**config.mk**
```make
export PLATFORM = sky130hd
export DESIGN_NAME = l2_range_seq
export DESIGN_NICKNAME = d
export VERILOG_FILES = /design/src/rtl/l2_range_seq.sv
export SDC_FILE = /design/constraint.sdc
export NUM_CORES = 1
export LEC_CHECK = 0
export BUFFER_PORTS_ARGS = -buffer_cell sky130_fd_sc_hd__buf_2
export CAP_MARGIN = 20
export CORE_MARGIN = 2
export CORE_UTILIZATION = 45
export DETAILED_ROUTE_END_ITERATION = 8
export PLACE_DENSITY = 0.71
export SLEW_MARGIN = 15
export SYNTH_ARGS = -nofsm -noshare
export SYNTH_HDL_FRONTEND = slang
export SYNTH_SLANG_ARGS = --single-unit
```
**constraint.sdc**
```tcl
create_clock -name clk -period 10.7 [get_ports clk]
set_clock_uncertainty 0.2 [all_clocks]
set_input_delay 0.535 -clock clk [delete_from_list [all_inputs] [get_ports clk]]
set_output_delay 0.535 -clock clk [all_outputs]
set_load 0.005 [all_outputs]
```
**src/rtl/l2_range_seq.sv**
```systemverilog
module l2_range_seq #(
  parameter int AW         = 32,
  parameter int LINE_BYTES = 32,
  parameter int MAX_BYTES  = 1024,
  parameter int PAGE_BYTES = 4096
) (
  input  logic          clk,
  input  logic          rst_n,
  input  logic          req_valid,
  output logic          req_ready,
  input  logic [1:0]    req_op,
  input  logic [AW-1:0] req_start,
  input  logic [AW-1:0] req_end,
  input  logic          wt_override,
  output logic          cmd_valid,
  output logic [2:0]    cmd_kind,
  output logic          cmd_clean,
  output logic [AW-1:0] cmd_addr,
  input  logic          cmd_ack,
  output logic          done
);
  localparam int LB = $clog2(LINE_BYTES);
  localparam int PB = $clog2(PAGE_BYTES);
  localparam logic [AW-1:0] LINE  = AW'(LINE_BYTES);
  localparam logic [AW-1:0] LMASK = ~(LINE - 1'b1);
  localparam logic [AW-1:0] PMASK = AW'(PAGE_BYTES - 1);
  localparam logic [1:0] OP_INV = 2'd0, OP_CLN = 2'd1, OP_FLU = 2'd2;

  typedef enum logic [2:0] {S_IDLE, S_HEAD, S_TAIL, S_RS, S_RE, S_DONE} st_t;
  st_t state;

  logic [1:0]    op_q;
  logic          wt_q, has_rng, tail_pend, cls_clean, first_cls;
  logic [AW-1:0] cur, lim, head_addr, tail_addr;

  logic [AW-1:0] s_dn, e_dn, s_up, e_up, lo_n, hi_n;
  logic          s_off, e_off, empty, head_n, tail_n, rng_n, first_n;

  assign s_dn  = req_start & LMASK;
  assign e_dn  = req_end & LMASK;
  assign s_off = |req_start[LB-1:0];
  assign e_off = |req_end[LB-1:0];
  assign s_up  = s_off ? s_dn + LINE : s_dn;
  assign e_up  = e_off ? e_dn + LINE : e_dn;
  assign empty = (req_end <= req_start) || (req_op == 2'd3);

  always_comb begin
    head_n = 1'b0;
    tail_n = 1'b0;
    lo_n   = s_dn;
    hi_n   = e_up;
    if (req_op == OP_INV) begin
      head_n = !empty && s_off;
      tail_n = !empty && e_off && !(s_off && (e_dn == s_dn));
      lo_n   = s_up;
      hi_n   = e_dn;
    end
    rng_n   = !empty && (lo_n < hi_n) && !(req_op == OP_CLN && wt_override);
    first_n = (req_op == OP_CLN) || (req_op == OP_FLU && !wt_override);
  end

  logic [AW:0]   cap_x, pg_x, lim_x, ce_x;
  logic [AW-1:0] ce, rng_last;
  logic          last_chunk;

  always_comb begin
    cap_x = {1'b0, cur} + (AW+1)'(MAX_BYTES);
    pg_x  = {1'b0, cur | PMASK} + 1'b1;
    lim_x = {1'b0, lim};
    ce_x  = cap_x;
    if (pg_x < ce_x)  ce_x = pg_x;
    if (lim_x < ce_x) ce_x = lim_x;
  end
  assign ce         = ce_x[AW-1:0];
  assign last_chunk = (ce_x == lim_x);
  assign rng_last   = ce - LINE;

  logic step;
  assign step = cmd_valid && cmd_ack;

  always_ff @(posedge clk or negedge rst_n) begin
    if (!rst_n) begin
      state     <= S_IDLE;
      op_q      <= 2'd0;
      wt_q      <= 1'b0;
      has_rng   <= 1'b0;
      tail_pend <= 1'b0;
      cls_clean <= 1'b0;
      first_cls <= 1'b0;
      cur       <= '0;
      lim       <= '0;
      head_addr <= '0;
      tail_addr <= '0;
    end else begin
      case (state)
        S_IDLE: if (req_valid) begin
          op_q      <= req_op;
          wt_q      <= wt_override;
          has_rng   <= rng_n;
          tail_pend <= tail_n;
          cls_clean <= first_n;
          first_cls <= first_n;
          cur       <= lo_n;
          lim       <= hi_n;
          head_addr <= s_dn;
          tail_addr <= e_dn;
          if (head_n)      state <= S_HEAD;
          else if (tail_n) state <= S_TAIL;
          else if (rng_n)  state <= S_RS;
          else             state <= S_DONE;
        end
        S_HEAD: if (step) begin
          if (tail_pend)    state <= S_TAIL;
          else if (has_rng) state <= S_RS;
          else              state <= S_DONE;
        end
        S_TAIL: if (step) state <= has_rng ? S_RS : S_DONE;
        S_RS:   if (step) state <= S_RE;
        S_RE: if (step) begin
          if (op_q == OP_FLU && cls_clean) begin
            cls_clean <= 1'b0;
            state     <= S_RS;
          end else begin
            cur       <= ce;
            cls_clean <= first_cls;
            state     <= last_chunk ? S_DONE : S_RS;
          end
        end
        default: state <= S_IDLE;
      endcase
    end
  end

  assign req_ready = (state == S_IDLE);
  assign done      = (state == S_DONE);
  assign cmd_valid = (state == S_HEAD) || (state == S_TAIL) || (state == S_RS) || (state == S_RE);
  assign cmd_kind  = (state == S_RS) ? 3'b010 : (state == S_RE) ? 3'b100 :
                     cmd_valid ? 3'b001 : 3'b000;
  assign cmd_clean = (state == S_HEAD) || (state == S_TAIL) ||
                     (((state == S_RS) || (state == S_RE)) && cls_clean);
  assign cmd_addr  = (state == S_HEAD) ? head_addr : (state == S_TAIL) ? tail_addr :
                     (state == S_RS) ? cur : (state == S_RE) ? rng_last : '0;

  AST_CMD_HOLD: assert property (@(posedge clk) disable iff (!rst_n)
    cmd_valid && !cmd_ack |=> cmd_valid && $stable(cmd_addr) && $stable(cmd_kind) && $stable(cmd_clean));
  AST_KIND_ONEHOT: assert property (@(posedge clk) disable iff (!rst_n)
    cmd_valid |-> $countones(cmd_kind) == 1);
  AST_RANGE_PAIR: assert property (@(posedge clk) disable iff (!rst_n)
    cmd_valid && cmd_ack && cmd_kind[1] |=> cmd_valid && cmd_kind[2] && cmd_clean == $past(cmd_clean));
  AST_SAME_PAGE: assert property (@(posedge clk) disable iff (!rst_n)
    cmd_valid && cmd_kind[2] |-> cmd_addr[AW-1:PB] == cur[AW-1:PB]);
  AST_CHUNK_CAP: assert property (@(posedge clk) disable iff (!rst_n)
    cmd_valid && cmd_kind[2] |-> (cmd_addr - cur) < AW'(MAX_BYTES));
  AST_WT_NO_CLEAN: assert property (@(posedge clk) disable iff (!rst_n)
    cmd_valid && wt_q && op_q != OP_INV |-> !cmd_clean && op_q == OP_FLU);
  AST_DONE_PULSE: assert property (@(posedge clk) disable iff (!rst_n)
    done |=> !done && req_ready);
  AST_DONE_QUIET: assert property (@(posedge clk) disable iff (!rst_n)
    done |-> !cmd_valid && !req_ready);
endmodule

```
* Yosys cells after proc, flatten, opt, wreduce, memory -nomap -nowiden
Cells that the tools add are included.
** Storage, ports and cells
- Word-level logic and storage cells :: 103
- Output and inout port bits :: 39
- Register bits :: 127
- Input port bits :: 71
** Operators by class
- Reductions and logical operators :: 31
- Add/sub/neg operators :: 5
- Eq/ne operators :: 17
- $lt $le $gt $ge :: 4
- Multiplexer cells :: 36
** Operators with widths (number)
- 2-to-1 mux 32 bit :: 11
- 2-to-1 mux 33 bit :: 2
- adder 32 x 6 -> 32 bit (second input constant) :: 2
- case mux 32 bit (2 select lines) :: 1
- 2-to-1 mux 3 bit :: 14
- adder 32 x 1 -> 33 bit (second input constant) :: 1
- adder 32 x 11 -> 33 bit (second input constant) :: 1
- == test 33 x 32 -> 1 bit :: 1
- less-than comparator 32 x 33 -> 1 bit :: 1
- less-than comparator 33 bit :: 1
- less-or-equal comparator 32 bit :: 1
- less-than comparator 32 bit :: 1
- subtractor 32 x 6 -> 32 bit (second input constant) :: 1
- == test 27 bit :: 1
- case mux 3 bit (5 select lines) :: 1
- inequality test 2 bit (second input constant) :: 6
- logical AND 1 bit :: 11
- OR reduction 5 bit :: 2
- logical OR 1 bit :: 7
- == test 2 bit (second input constant) :: 3
- == test 3 x 2 -> 1 bit (second input constant) :: 2
- == test 3 bit (second input constant) :: 2
- 2-to-1 mux 1 bit :: 6
- AND reduction 5 bit :: 1
- 10 further kinds :: 13

* Longest topological paths before layout
Gate-level depths: netlist of run 1.
- Word-level depth :: 11
- Depth in mapped cells :: 41
- Mapped depth without buffers :: 35

* Least setup slack after synthesis of run 1
OpenSTA, ideal clock, no wires.
- Path type :: flip-flop to output port
- Start point :: reg cur[20]
- End point :: out cmd_addr[25]
- Stages on the path, launching flop included :: 39
- Arrival :: 8337 ps
- Setup slack :: 1628 ps
- Buffers on the path :: 6
- Data required time :: 9965 ps
- Path through :: dfrtp_1 > clkbuf_1 > nand4_1 > nor3_1 > nand2_1 > nor3_1 > nand2_1 > xor2_1 > inv_1 > ha_1 > nand4_1 > nor4_1 > nand2_1 > a21o_1 > buf_2 > nand2_1 > clkbuf_1 > buf_2 > (+3 left out) > a21o_1 > a21o_1 > a21o_1 > a21o_1 > a2111oi_1 > o31a_2 > buf_1 > nor3_1 > a21oi_1 > ha_1 > inv_1 > nor4_1 > nand2_1 > o21ai_0 > a31oi_1 > a211o_1 > or4_1 > o221ai_1
** Between the ends
- Cells in the longest elaborated chain, start to end :: 10
- Elaborated cells on any way between the ends :: 11
- Classes of those cells :: add/sub (3); order compare (2); mux (6)
** Ends and longest elaborated chain
- start: declaration :: RTL line 34 : logic [AW-1:0] cur, lim, head_addr, tail_addr;
- start signal: assignment :: RTL line 103 : cur <= lo_n;
- adder 32 x 1 -> 33 bit / adder 32 x 11 -> 33 bit (equally long branches) :: RTL line 68, 67
- less-than comparator 33 bit :: RTL line 71 : if (pg_x < ce_x) ce_x = pg_x;
- 2-to-1 mux 33 bit * :: RTL line 71
- less-than comparator 32 x 33 -> 1 bit :: RTL line 72 : if (lim_x < ce_x) ce_x = lim_x;
- 2-to-1 mux 33 bit * :: RTL line 72
- subtractor 32 x 6 -> 32 bit * :: RTL line 76 : assign rng_last = ce - LINE;
- 2-to-1 mux 32 bit * (2 in series) :: RTL line 142 : (state == S_RS) ? cur : (state == S_RE) ? rng_last : '0;
- 2-to-1 mux 32 bit * (2 in series) :: RTL line 141 : assign cmd_addr = (state == S_HEAD) ? head_addr : (state == S_TAIL) ? tail_addr :
- end: declaration :: RTL line 18 : output logic [AW-1:0] cmd_addr,
Every way passes the cells marked *; elsewhere a longest branch is shown, timed or not.

* Final worst setup path of run 1
- Start point :: reg cur[13]
- End point :: out cmd_addr[25]
The elaborated chain is that of the path after synthesis.

==> summary.md, run 1 <==
| Metric | Value |
|---|---|
| Antenna viol nets, final | 0 |
| Area grow syn2layout | 12.4% |
| Tcrit/Tclk final | between 90% and 100% |
| Vias in the first global route | 12500 |
| Setup Fix Bufs, Post-CTS | 0 |
| Max-slew violations | 0 |
| Worst skew pair latency | 0.44 ns |
| Register area share after synthesis | 24.0% |
| Worst path bufs/invs | 4 |
| Maximum number of pins on one net before global-route repair | 84 |
| Core area | about 0.028 sq mm |
| Die Y | 172 microns |
| Nets | ~2000 |
| Drt drc | 0 |
| Crit path kind | reg2out |
| Ys Warns | 0 |
| Fraction of registers with async set or reset after synthesis | 100% |
| Crit path max fanout | 28 |
| Clock Path Buffers | 2 |
| Sequential cell area | roughly 0.003 sq mm |
| # diodes | 0 |
| Adder-Cell Fraction of Synth Area | between 10 and 15% |
| Die Area | 0.0296 sq mm |
| Num Clock Sinks | 122 |
| Crit path max-delay family | simple AND/OR/NAND/NOR gates |
| Max_cap viols | 0 |
| CTS buffer count | 17 |
| Syn Nets | 1905 |
| Initial core utilization | 45.8% |
| Total power | 4970 uW |
| Least-Margin Pin Slew | about 1.1 ns |
| Total number of vias | between 10000 and 15000 |
| Top Ports | 110 |
| Mux cell area share after synthesis | 2.77% |
| Gr usage total | 31.7% |
| Worst Setup End Kind | output port |
| Die Wd | 172 microns |
| Worst setup SP type | register |
| Synth top cells by count | nand2_1, o21ai_0, nor2_1, dfrtp_1, a21oi_1 |
| Clk Tree Root Cell | clkbuf_16 |
| RSZ-0062 raised after global routing | false |
| Worst Hold Class | in2reg |
| Remaining global-route overflow | 0 |
| Number of cell rows | 61 |
| Pleak | 0.00627 uW |
| Status | completed |
| Area of the multi-input gates | 0.00907 sq mm |
| Most common cell in the synthesized netlist | nand2_1 |
| Initial detailed-routing violation count | 1608 |
| Count of different cell masters after synthesis | 79 |
| TNS Setup | 0 ns |
| Share of post-route cells with drive strength above 1 | 11.7% |
| Largest family of logic cells by synthesized area | simple AND/OR/NAND/NOR gates |
| Clk slew on worst S/H paths | 0.06 ns |
| Hold Fails Final Rpt | 0 |
| Drt wl/cell | 21.5 microns |
| CP max stage delay | 0.57 ns |
| VDD IR max | 0.178 mV |
| Final Worst Setup Slack | 0.457 ns |
| Worst EP required | between 9 and 10 ns |
| Syn avg cell area | 7.39 sq um |
| Initial antenna violation count | 1 |
| Max-slew headroom | between 20 and 30% |
| Top cells by area, synth | dfrtp_1, ha_1, nand2_1, o21ai_0, xnor2_1 |
| Number of fill cells | about 2700 |
| Ys flop type | dfrtp_1 |
| Post-Syn Area | 0.0127 sq mm |
| Post-synthesis simple-gate area fraction | about 25% |
| Mapped Cells | 1722 |
| CTS tree | done |
| Final period demand of the worst path | 10.24 ns |
| Yosys reg bits | 122 |
| Arr. time, crit path | 9.51 ns |
| Synth top area share | 24.0% |
| Post-Place Worst Slack | 0.387 ns |
| PortBufs | roughly 110 |
| Post-synth EDFFs | 0 |
| Slowest cell on crit path | a2111oi_2 |
| Compound-Gate Fraction of Synth Area | 22.3% |
| XOR/XNOR Fraction of Synth Area | 9.27% |
| CTS H-tree lvls | 4 |
| Setup violations, final | 0 |
| Vias per cell | 6.22 |
| Cell Pwr Density | 348 mW/mm^2 |
| Detailed Routing Iterations Pass 1 | 8 |
| Biggest area consumer among synthesized cells | dfrtp_1 |
| Final wirelength | 46600 microns |
| Fmax | 97.6 MHz |
| Final Wtd Congestion | 1.07 |
| First-pass GRT wire length | about 70000 microns |
| HPWL after DPL | 35900 microns |
## layer usage
layer | share of wire (%) | GRT usage (%)
met1 | 44 | 44.4
met2 | 43 | 48.0
met3 | 9.0 | 5.40
met4 | 4.2 | 13.4
met5 | 0.026 | 0
## cell usage in the layout, fill, tap and decap left out, drive strengths merged, types with 33 or more instances in the layout
cell and n:
a21oi 121, buf 134, dfrtp 122, ha 112, inv 71, mux2i 33, nand2 292, nand3 50
nand4 41, nor2 140, nor3 47, o21ai 149, xnor2 83, xor2 49
## final timing paths
kind	start	slack [ns]	endpoint	cells after the start
hold reg to reg	op_q[0]	0.27	op_q[0]	2
setup / recovery	cur[13]	0.46	cmd_addr[25]	33
min in group asynchronous	rst_n	0.51	tail_addr[5]	2
max in group asynchronous	rst_n	8.27	cur[24]	3
setup reg to reg	cur[13]	2.55	cur[29]	28
hold / removal	req_end[31]	0.16	tail_addr[31]	3
## worst reg2reg max path: cells and delay by family (launching register included)
kind,cells,cell delay [ns]
adder cells (fa/ha/maj),3,0.93
XOR/XNOR,1,0.29
AO/OA/AOI/OAI,6,1.84
multiplexers,1,0.27
AND/OR/NAND/NOR,13,3.18
buffers and inverters,4,0.74
flip-flops,1,0.54
## where the power goes
group | total [uW] | switching [uW] | internal, uW
sequential | 1090 | 413 | 672
combinational | 3200 | 2010 | 1190
clock | 685 | 231 | 454
total | 4970 | 2650 | 2320
## layout make-up
| type | instances | share of cell area, % |
|---|---|---|
| Clock buffer | 20 | 3.27 |
| Sequential cell | 122 | 21.4 |
| Timing Repair Buffer | 135 | 5.22 |
| Clock inverter | 11 | 1.51 |
| Tap cell | 378 | 3.31 |
| Multi-Input combinational cell | 1428 | 63.5 |
| Inverter | 70 | 1.84 |
## sequential cells by signal, summed over array words and instances, names as in the netlist
register	flops
cur	32
state	3
tail_pend	1
head_addr	27
lim	27
tail_addr	27
has_rng	1
op_q	2
cls_clean	1
first_cls	1
## through the flow
stage	instances	instance area, sq um	hold WS [ns]	util, %
global placement	2132	13500	0.250	48.7
detailed placement	2132	13500	0.254	48.7
floorplan	1722	12700	0.0394	-
CTS	2164	14200	0.153	51.3
global route	2164	14300	0.186	51.4
finish	2164	14300	0.156	51.4
## kinds of logic after synthesis
kind of cell    after synthesis
compound gates              455
xor+xnor                    133
fa+ha+maj                   112
buf+inv                     172
flops                       122
mux                          35
simple gates                693
## repair_timing
| action | in CTS | in global routing |
|---|---|---|
| endpoints found under the setup margin | 2 | 9 |
| hold buffers | 1 | 0 |
| pin swaps | 0 | 0 |
| endpoints found under the hold margin | 2 | 0 |
| resized for setup | 2 | 12 |
| cloned | 0 | 0 |
Note: power is estimated with default switching activity, not from simulation.
==> inputs of run 2 (changes only) <==
--- a/config.mk
+++ b/config.mk
@@ -5,9 +5,10 @@
 export SDC_FILE = /design/constraint.sdc
 export NUM_CORES = 1
 export LEC_CHECK = 0
+export ABC_AREA = 1
 export BUFFER_PORTS_ARGS = -buffer_cell sky130_fd_sc_hd__buf_2
 export CAP_MARGIN = 20
-export CORE_MARGIN = 2
+export CORE_MARGIN = 1.5
 export CORE_UTILIZATION = 45
 export DETAILED_ROUTE_END_ITERATION = 8
 export PLACE_DENSITY = 0.71
==> summary.md, run 2 <==
| Metric | Value |
|---|---|
| Status | completed (unchanged) |
| Initial antenna violation count | 1 (unchanged) |
| Mux cell area share after synthesis | 0.161% (was 2.77%) |
| Num Clock Sinks | 122 (unchanged) |
| Worst Setup End Kind | output port (unchanged) |
| # diodes | 0 (unchanged) |
| Fraction of registers with async set or reset after synthesis | 100% (unchanged) |
| Vias in the first global route | 12500 (about the same) |
| Share of post-route cells with drive strength above 1 | 11.1% (was 11.7%) |
| TNS Setup | 0 ns (unchanged) |
| Most common cell after layout, fill and taps aside | nand2_1 (unchanged) |
| Clk Tree Root Cell | clkbuf_16 (unchanged) |
| Initial detailed-routing violation count | 1426 (was 1608) |
| Yosys reg bits | 122 (unchanged) |
| Post-Place Worst Slack | 2.48 ns (was 0.387 ns) |
| Hold Fails Final Rpt | 0 (unchanged) |
| XOR/XNOR Fraction of Synth Area | 5.41% (was 9.27%) |
| Die Wd | 169 microns (was 172 microns) |
| Detailed Routing Iterations Pass 1 | 5 (was 8) |
| Post-Syn Area | 0.0125 sq mm (was 0.0127 sq mm) |
| CTS buffer count | 17 (unchanged) |
| Core area | 0.0271 sq mm (was 0.0278 sq mm) |
| Drt drc | 0 (unchanged) |
| Setup violations, final | 0 (unchanged) |
| Final period demand of the worst path | 8.82 ns (was 10.24 ns) |
| Compound-Gate Fraction of Synth Area | 14.9% (was 22.3%) |
| CP max stage delay | 0.53 ns (was 0.57 ns) |
| Number of fill cells | 2781 (was 2725) |
| Ys Warns | 0 (unchanged) |
| Fmax | 113 MHz (was 97.6 MHz) |
| Most common cell in the synthesized netlist | nand2_1 (unchanged) |
| Die Y | 169 microns (was 172 microns) |
| Area grow syn2layout | 11.1% (was 12.4%) |
| Top cells by area, synth | dfrtp_1, nand2_1, ha_1, o21ai_0, inv_1 (was dfrtp_1, ha_1, nand2_1, o21ai_0, xnor2_1) |
| Final Wtd Congestion | 1.01 (was 1.07) |
| Post-synth EDFFs | 0 (unchanged) |
| Worst path bufs/invs | 6 (was 4) |
| HPWL after DPL | 35100 microns (was 35900 microns) |
| Clock Path Buffers | 2 (unchanged) |
| Register area share after synthesis | 24.5% (was 24.0%) |
| Max_cap viols | 0 (unchanged) |
| Die Area | 0.0287 sq mm (was 0.0296 sq mm) |
| Largest family of logic cells by synthesized area | simple AND/OR/NAND/NOR gates (unchanged) |
| First-pass GRT wire length | 68800 microns (was 71600 microns) |
| Max-slew headroom | 35.2% (was 25.3%) |
| Crit path max fanout | 59 (was 28) |
| Post_cts resized | 0 (was 2) |
| Arr. time, crit path | 8.09 ns (was 9.51 ns) |
| Worst EP required | 9.97 ns (about the same) |
| Top Ports | 110 (unchanged) |
| Synth top cells by count | nand2_1, inv_1, o21ai_0, nor2_1, dfrtp_1 (was nand2_1, o21ai_0, nor2_1, dfrtp_1, a21oi_1) |
| Most flop-heavy register | cur (unchanged) |
| Count of different cell masters after synthesis | 55 (was 79) |
| Max FFs per register | 32 (unchanged) |
| Least-Margin Pin Slew | 0.971 ns (was 1.12 ns) |
| Worst skew pair latency | 0.44 ns (about the same) |
| Worst Hold Class | in2reg (unchanged) |
| Syn avg cell area | 6.45 sq um (was 7.39 sq um) |
| Drt wl/cell | 18.5 microns (was 21.5 microns) |
| CTS H-tree lvls | 4 (unchanged) |
| PortBufs | 109 (unchanged) |
| Clk slew on worst S/H paths | 0.07 ns (was 0.06 ns) |
| RSZ-0062 raised after global routing | false (unchanged) |
| Number of cell rows | 60 (was 61) |
| Sequential cell area | 0.00305 sq mm (was 0.00306 sq mm) |
| CTS tree | done (unchanged) |
| Final Worst Setup Slack | 1.88 ns (was 0.457 ns) |
| Gr usage total | 31.4% (was 31.7%) |
| Crit path max-delay family | simple AND/OR/NAND/NOR gates (unchanged) |
| Total number of vias | 13300 (was 13500) |
| Biggest area consumer among synthesized cells | dfrtp_1 (unchanged) |
| Final hold slack | 0.184 ns (was 0.156 ns) |
| Synth top area share | 24.5% (was 24.0%) |
| Syn Nets | 2117 (was 1905) |
| Antenna viol nets, final | 0 (unchanged) |
| Mapped Cells | 1934 (was 1722) |
| Tcrit/Tclk final | 82.5% (was 95.7%) |
| Vias per cell | 5.56 (was 6.22) |
| Max-slew violations | 0 (unchanged) |
| Post-synthesis simple-gate area fraction | 34.8% (was 25.4%) |
| Ys flop type | dfrtp_1 (unchanged) |
| Nets | 2189 (was 1957) |
| Initial core utilization | 46.0% (was 45.8%) |
| Adder-Cell Fraction of Synth Area | 11.2% (was 11.0%) |
| Setup Fix Bufs, Post-CTS | 0 (unchanged) |
| Crit path kind | reg2out (unchanged) |
| Remaining global-route overflow | 0 (unchanged) |
| Final wirelength | 44300 microns (was 46600 microns) |
| CP dominant cell by count | nand2_1 |
| Maximum number of pins on one net before global-route repair | 92 (was 84) |
| Slowest cell on crit path | dfrtp_1 (was a2111oi_2) |
| Area of the multi-input gates | 0.00833 sq mm (was 0.00907 sq mm) |
| Worst setup SP type | register (unchanged) |
| Most frequent cells in the layout | nand2_1, inv_1, o21ai_0 (was nand2_1, o21ai_0, nor2_1) |
| Cts-stage hold buffer count | 1 (unchanged) |
-- run 2: changes by cell type after synthesis, sizes merged, moves of 23 or more --
| cell | change |
|---|---|
| clkbuf | -31 |
| o21ai | +78 |
| nand3 | +58 |
| nor2 | +46 |
| nor2b | -23 |
| xnor2 | -77 |
| nand2 | +334 |
| inv | +135 |
| a21o | -26 |
| a21oi | -64 |
| mux2i | -31 |
-- run 2: area by class of cell --
type	instances	area share (%)
inverter	207	5.64
timing repair buffer	118	4.46
multi-input combinational	1540	60.1
sequential	122	22.0
clock inverter	14	1.32
clock buffer	18	3.10
tap	372	3.36
-- run 2: path summary, 6_finish.rpt --
| kind | from | endpoint | cells past startpoint | slack [ns] |
|---|---|---|---|---|
| max | cur[12] | cmd_addr[27] | 37 | 1.88 |
| min | req_end[25] | tail_addr[25] | 3 | 0.18 |
| max reg2reg | cur[12] | cur[31] | 29 | 3.34 |
| min reg2reg | tail_addr[25] | tail_addr[25] | 2 | 0.27 |
| max in group asynchronous | rst_n | lim[13] | 3 | 8.34 |
| min in group asynchronous | rst_n | cur[30] | 2 | 0.50 |
-- run 2: worst register-to-register path, delay by kind of cell, from the launching register on --
kind	cells	cell delay [ns]
AOI/OAI and AO/OA	4	1.33
xor gates and xnor gates	1	0.30
adders and majority gates	3	0.89
buffers and inverters	5	0.59
DFF	1	0.53
muxes	1	0.16
and+or+nand+nor	15	3.22
-- run 2: layer usage --
layer | up-vias | share of wire (%) | global-route usage (%)
met3 | 98 | 7.6 | 3.57
li1 | 6474 | - | -
met5 | - | 0.029 | 0
met2 | 562 | 43 | 48.4
met4 | 2 | 3.6 | 12.1
met1 | 6155 | 46 | 44.8
-- run 2: metrics by stage --
| stage | cells | cell area (sq um) | util (%) |
|---|---|---|---|
| floorplan | 1934 | 12500 | - |
| global placement | 2358 | 13200 | 48.8 |
| detailed placement | 2358 | 13200 | 48.8 |
| CTS | 2391 | 13900 | 51.1 |
| global route | 2391 | 13900 | 51.1 |
| finish | 2391 | 13900 | 51.1 |
-- run 2: cell families after synthesis --
| group | count (synthesis) |
|---|---|
| DFF | 122 |
| and+or+nand+nor | 1012 |
| buffers and inverters | 272 |
| AOI/OAI and AO/OA | 337 |
| xor gates and xnor gates | 77 |
| muxes | 2 |
| adders and majority gates | 112 |
Power of run 2 is left out: the tool's default activity adds up to more than one toggle a clock period on the data nets, which glitch-free logic cannot reach.
==> inputs of run 3 (changes only) <==
--- a/config.mk
+++ b/config.mk
@@ -5,7 +5,7 @@
 export SDC_FILE = /design/constraint.sdc
 export NUM_CORES = 1
 export LEC_CHECK = 0
-export ABC_AREA = 1
+export ABC_AREA = 0
 export BUFFER_PORTS_ARGS = -buffer_cell sky130_fd_sc_hd__buf_2
 export CAP_MARGIN = 20
 export CORE_MARGIN = 1.5
==> constraint.sdc (replaced) <==
create_clock -name clk -period 8.2 [get_ports clk]
set_clock_uncertainty 0.2 [all_clocks]
set_input_delay 0.41 -clock clk [delete_from_list [all_inputs] [get_ports clk]]
set_output_delay 0.41 -clock clk [all_outputs]
set_load 0.005 [all_outputs]
==> summary.md, run 3 (synthesized netlist as in run 1, its figures left out) <==
| Metric | Value |
|---|---|
| Least-Margin Pin Slew | 0.862 ns (was 0.971 ns) |
| Final wirelength | 47200 microns (was 44300 microns) |
| Worst EP required | 7.59 ns (was 9.97 ns) |
| Pleak | about 0.0069 uW |
| Hold depth | 3 (unchanged) |
| Critical path depth | 36 (was 37) |
| Initial detailed-routing violation count | 1513 (was 1426) |
| Crit path kind | reg2out (unchanged) |
| Worst Hold Class | in2reg (unchanged) |
| Cell Pwr Density | 456 mW/mm^2 |
| Top Ports | 110 (unchanged) |
| Max FFs per register | 32 (unchanged) |
| Fmax | 122 MHz |
| Area grow syn2layout | 22.4% (was 11.1%) |
| Max_cap viols | 0 (unchanged) |
| Status | finished, violations left (was completed) |
| PortBufs | 109 (unchanged) |
| Crit path max fanout | 25 (was 59) |
| Failing checks | negative setup slack |
| CP dominant cell by count | buf_4 (was nand2_1) |
| Core area | 0.0278 sq mm (was 0.0271 sq mm) |
| Drt drc | 0 (unchanged) |
| Initial core utilization | 45.8% (was 46.0%) |
| Vias per cell | 6.10 (was 5.56) |
| Most common cell after layout, fill and taps aside | nand2_1 (unchanged) |
| Max-slew violations | 0 (unchanged) |
| Nets | 2069 (was 2189) |
| Most flop-heavy register | cur (unchanged) |
| HPWL after DPL | 37200 microns (was 35100 microns) |
| Clk slew on worst S/H paths | 0.05 ns (was 0.07 ns) |
| VDD IR max | 0.216 mV |
| Slowest cell on crit path | or4_4 (was dfrtp_1) |
| Final period demand of the worst path | around 8 ns |
| Setup violations, final | 1 (was 0) |
| Post-Place Worst Slack | -0.0951 ns (was 2.48 ns) |
| Clk Tree Root Cell | clkbuf_16 (unchanged) |
| Most frequent cells in the layout | nand2_1, o21ai_0, nor2_1 (was nand2_1, inv_1, o21ai_0) |
| Crit path max-delay family | compound AO/OA/AOI/OAI gates (was simple AND/OR/NAND/NOR gates) |
| Vias in the first global route | 12700 (was 12500) |
| Die Y | 171 microns (was 169 microns) |
| Tcrit/Tclk final | 100% |
| CP max stage delay | 0.50 ns (was 0.53 ns) |
| Die Wd | 171 microns (was 169 microns) |
| CTS buffer count | 17 (unchanged) |
| Max-slew headroom | 41.1% (was 35.2%) |
| Die Area | 0.0293 sq mm (was 0.0287 sq mm) |
| Worst setup SP type | register (unchanged) |
| Worst skew pair latency | 0.44 ns (about the same) |
| Worst path bufs/invs | 7 (was 6) |
| Final Wtd Congestion | 0.999 (was 1.01) |
| R2R cell count | 29 (unchanged) |
| Hold Fails Final Rpt | 0 (unchanged) |
| Worst Setup End Kind | output port (unchanged) |
| Remaining global-route overflow | 0 (unchanged) |
| Total number of vias | 13900 (was 13300) |
| Antenna viol nets, final | 0 (unchanged) |
| Gr usage total | 32.5% (was 31.4%) |
| Share of post-route cells with drive strength above 1 | 20.5% (was 11.1%) |
| Clock Path Buffers | 2 (unchanged) |
| CTS H-tree lvls | 4 (unchanged) |
| Initial antenna violation count | 1 (unchanged) |
| CTS tree | done (unchanged) |
| First-pass GRT wire length | 72500 microns (was 68800 microns) |
| Drt wl/cell | 20.7 microns (was 18.5 microns) |
| Num Clock Sinks | 122 (unchanged) |
| Final hold slack | 0.0331 ns (was 0.184 ns) |
| Final Worst Setup Slack | -0.0220 ns (was 1.88 ns) |
| RSZ-0062 raised after global routing | true (was false) |
| Arr. time, crit path | 7.61 ns (was 8.09 ns) |
| Number of cell rows | 61 (was 60) |
| Maximum number of pins on one net before global-route repair | 77 (was 92) |
| Detailed Routing Iterations Pass 1 | 5 (unchanged) |
[run 3: changes by cell type in the layout (fill, tap and decap cells not counted), moves of 25 or more]
cell	delta
buf_4	+118
nand2_1	-330
a21oi_1	+56
o21ai_0	-54
xnor2_1	+71
xor2_1	-27
nand3_1	-57
mux2i_1	+31
nor2_1	-39
inv_1	-128
a21o_1	+25
[run 3: per-stage QoR]
step / area (sq um) / util (%) / total power [uW] / instances / TNS [ns]
final: 15600 / 56.1 / 7100 / 2275 / -0.0220
after floorplan: 12800 / - / 4120 / 1722 / 0
after CTS: 15100 / 54.4 / 6740 / 2259 / 0
after global placement: 14200 / 51.3 / 5770 / 2214 / 0
after global routing: 15600 / 56.1 / 7570 / 2275 / -1.41
after detailed placement: 14200 / 51.3 / 5810 / 2214 / -0.181
[run 3: power breakdown]
group	total [uW]	internal (uW)	leakage (uW)	switching, uW
Combinational	5030	2020	0.00512	3020
Clock	776	499	0.000293	277
Sequential	1290	881	0.00149	409
Total	7100	3400	0.00690	3700
[run 3: final timing paths]
kind	startpoint	end	slack [ns]
worst max-delay path	cur[13]	cmd_addr[25]	-0.02
worst min-delay path	req_end[31]	tail_addr[31]	0.03
worst max register to register	cur[13]	cur[27]	1.36
worst min register to register	op_q[0]	op_q[0]	0.27
max in group asynchronous	rst_n	head_addr[24]	6.35
min in group asynchronous	rst_n	tail_addr[5]	0.34
[run 3: tightest hold or removal path: stages]
cell	delay [ns]
buf_2	0.12
nand2_1	0.05
nand2_1	0.05
[run 3: timing repair]
item                       CTS  global route
hold buffers                 1             0
cloned                       0             0
buffers inserted            15            13
setup endpoints to repair   15            15
pin swaps                   24            37
hold endpoints to repair    46             0
gates resized for setup     37            68
[run 3: per-layer routing]
metal	track usage (%)	part of all wire, %
met1	46.0	44
met2	50.4	44
met3	4.05	8.5
met4	12.4	3.6
met5	0	0
[run 3: area by class of cell]
| class | instances | area [sq um] |
|---|---|---|
| clock buffers | 24 | 522 |
| diodes | 1 | 2.50 |
| inverters | 70 | 265 |
| fillers | 2655 | 12200 |
| multi-input cells | 1428 | 9520 |
| flip-flops and latches | 122 | 3060 |
| clock inverters | 5 | 83.8 |
| well taps | 378 | 473 |
| repair buffers | 247 | 1650 |
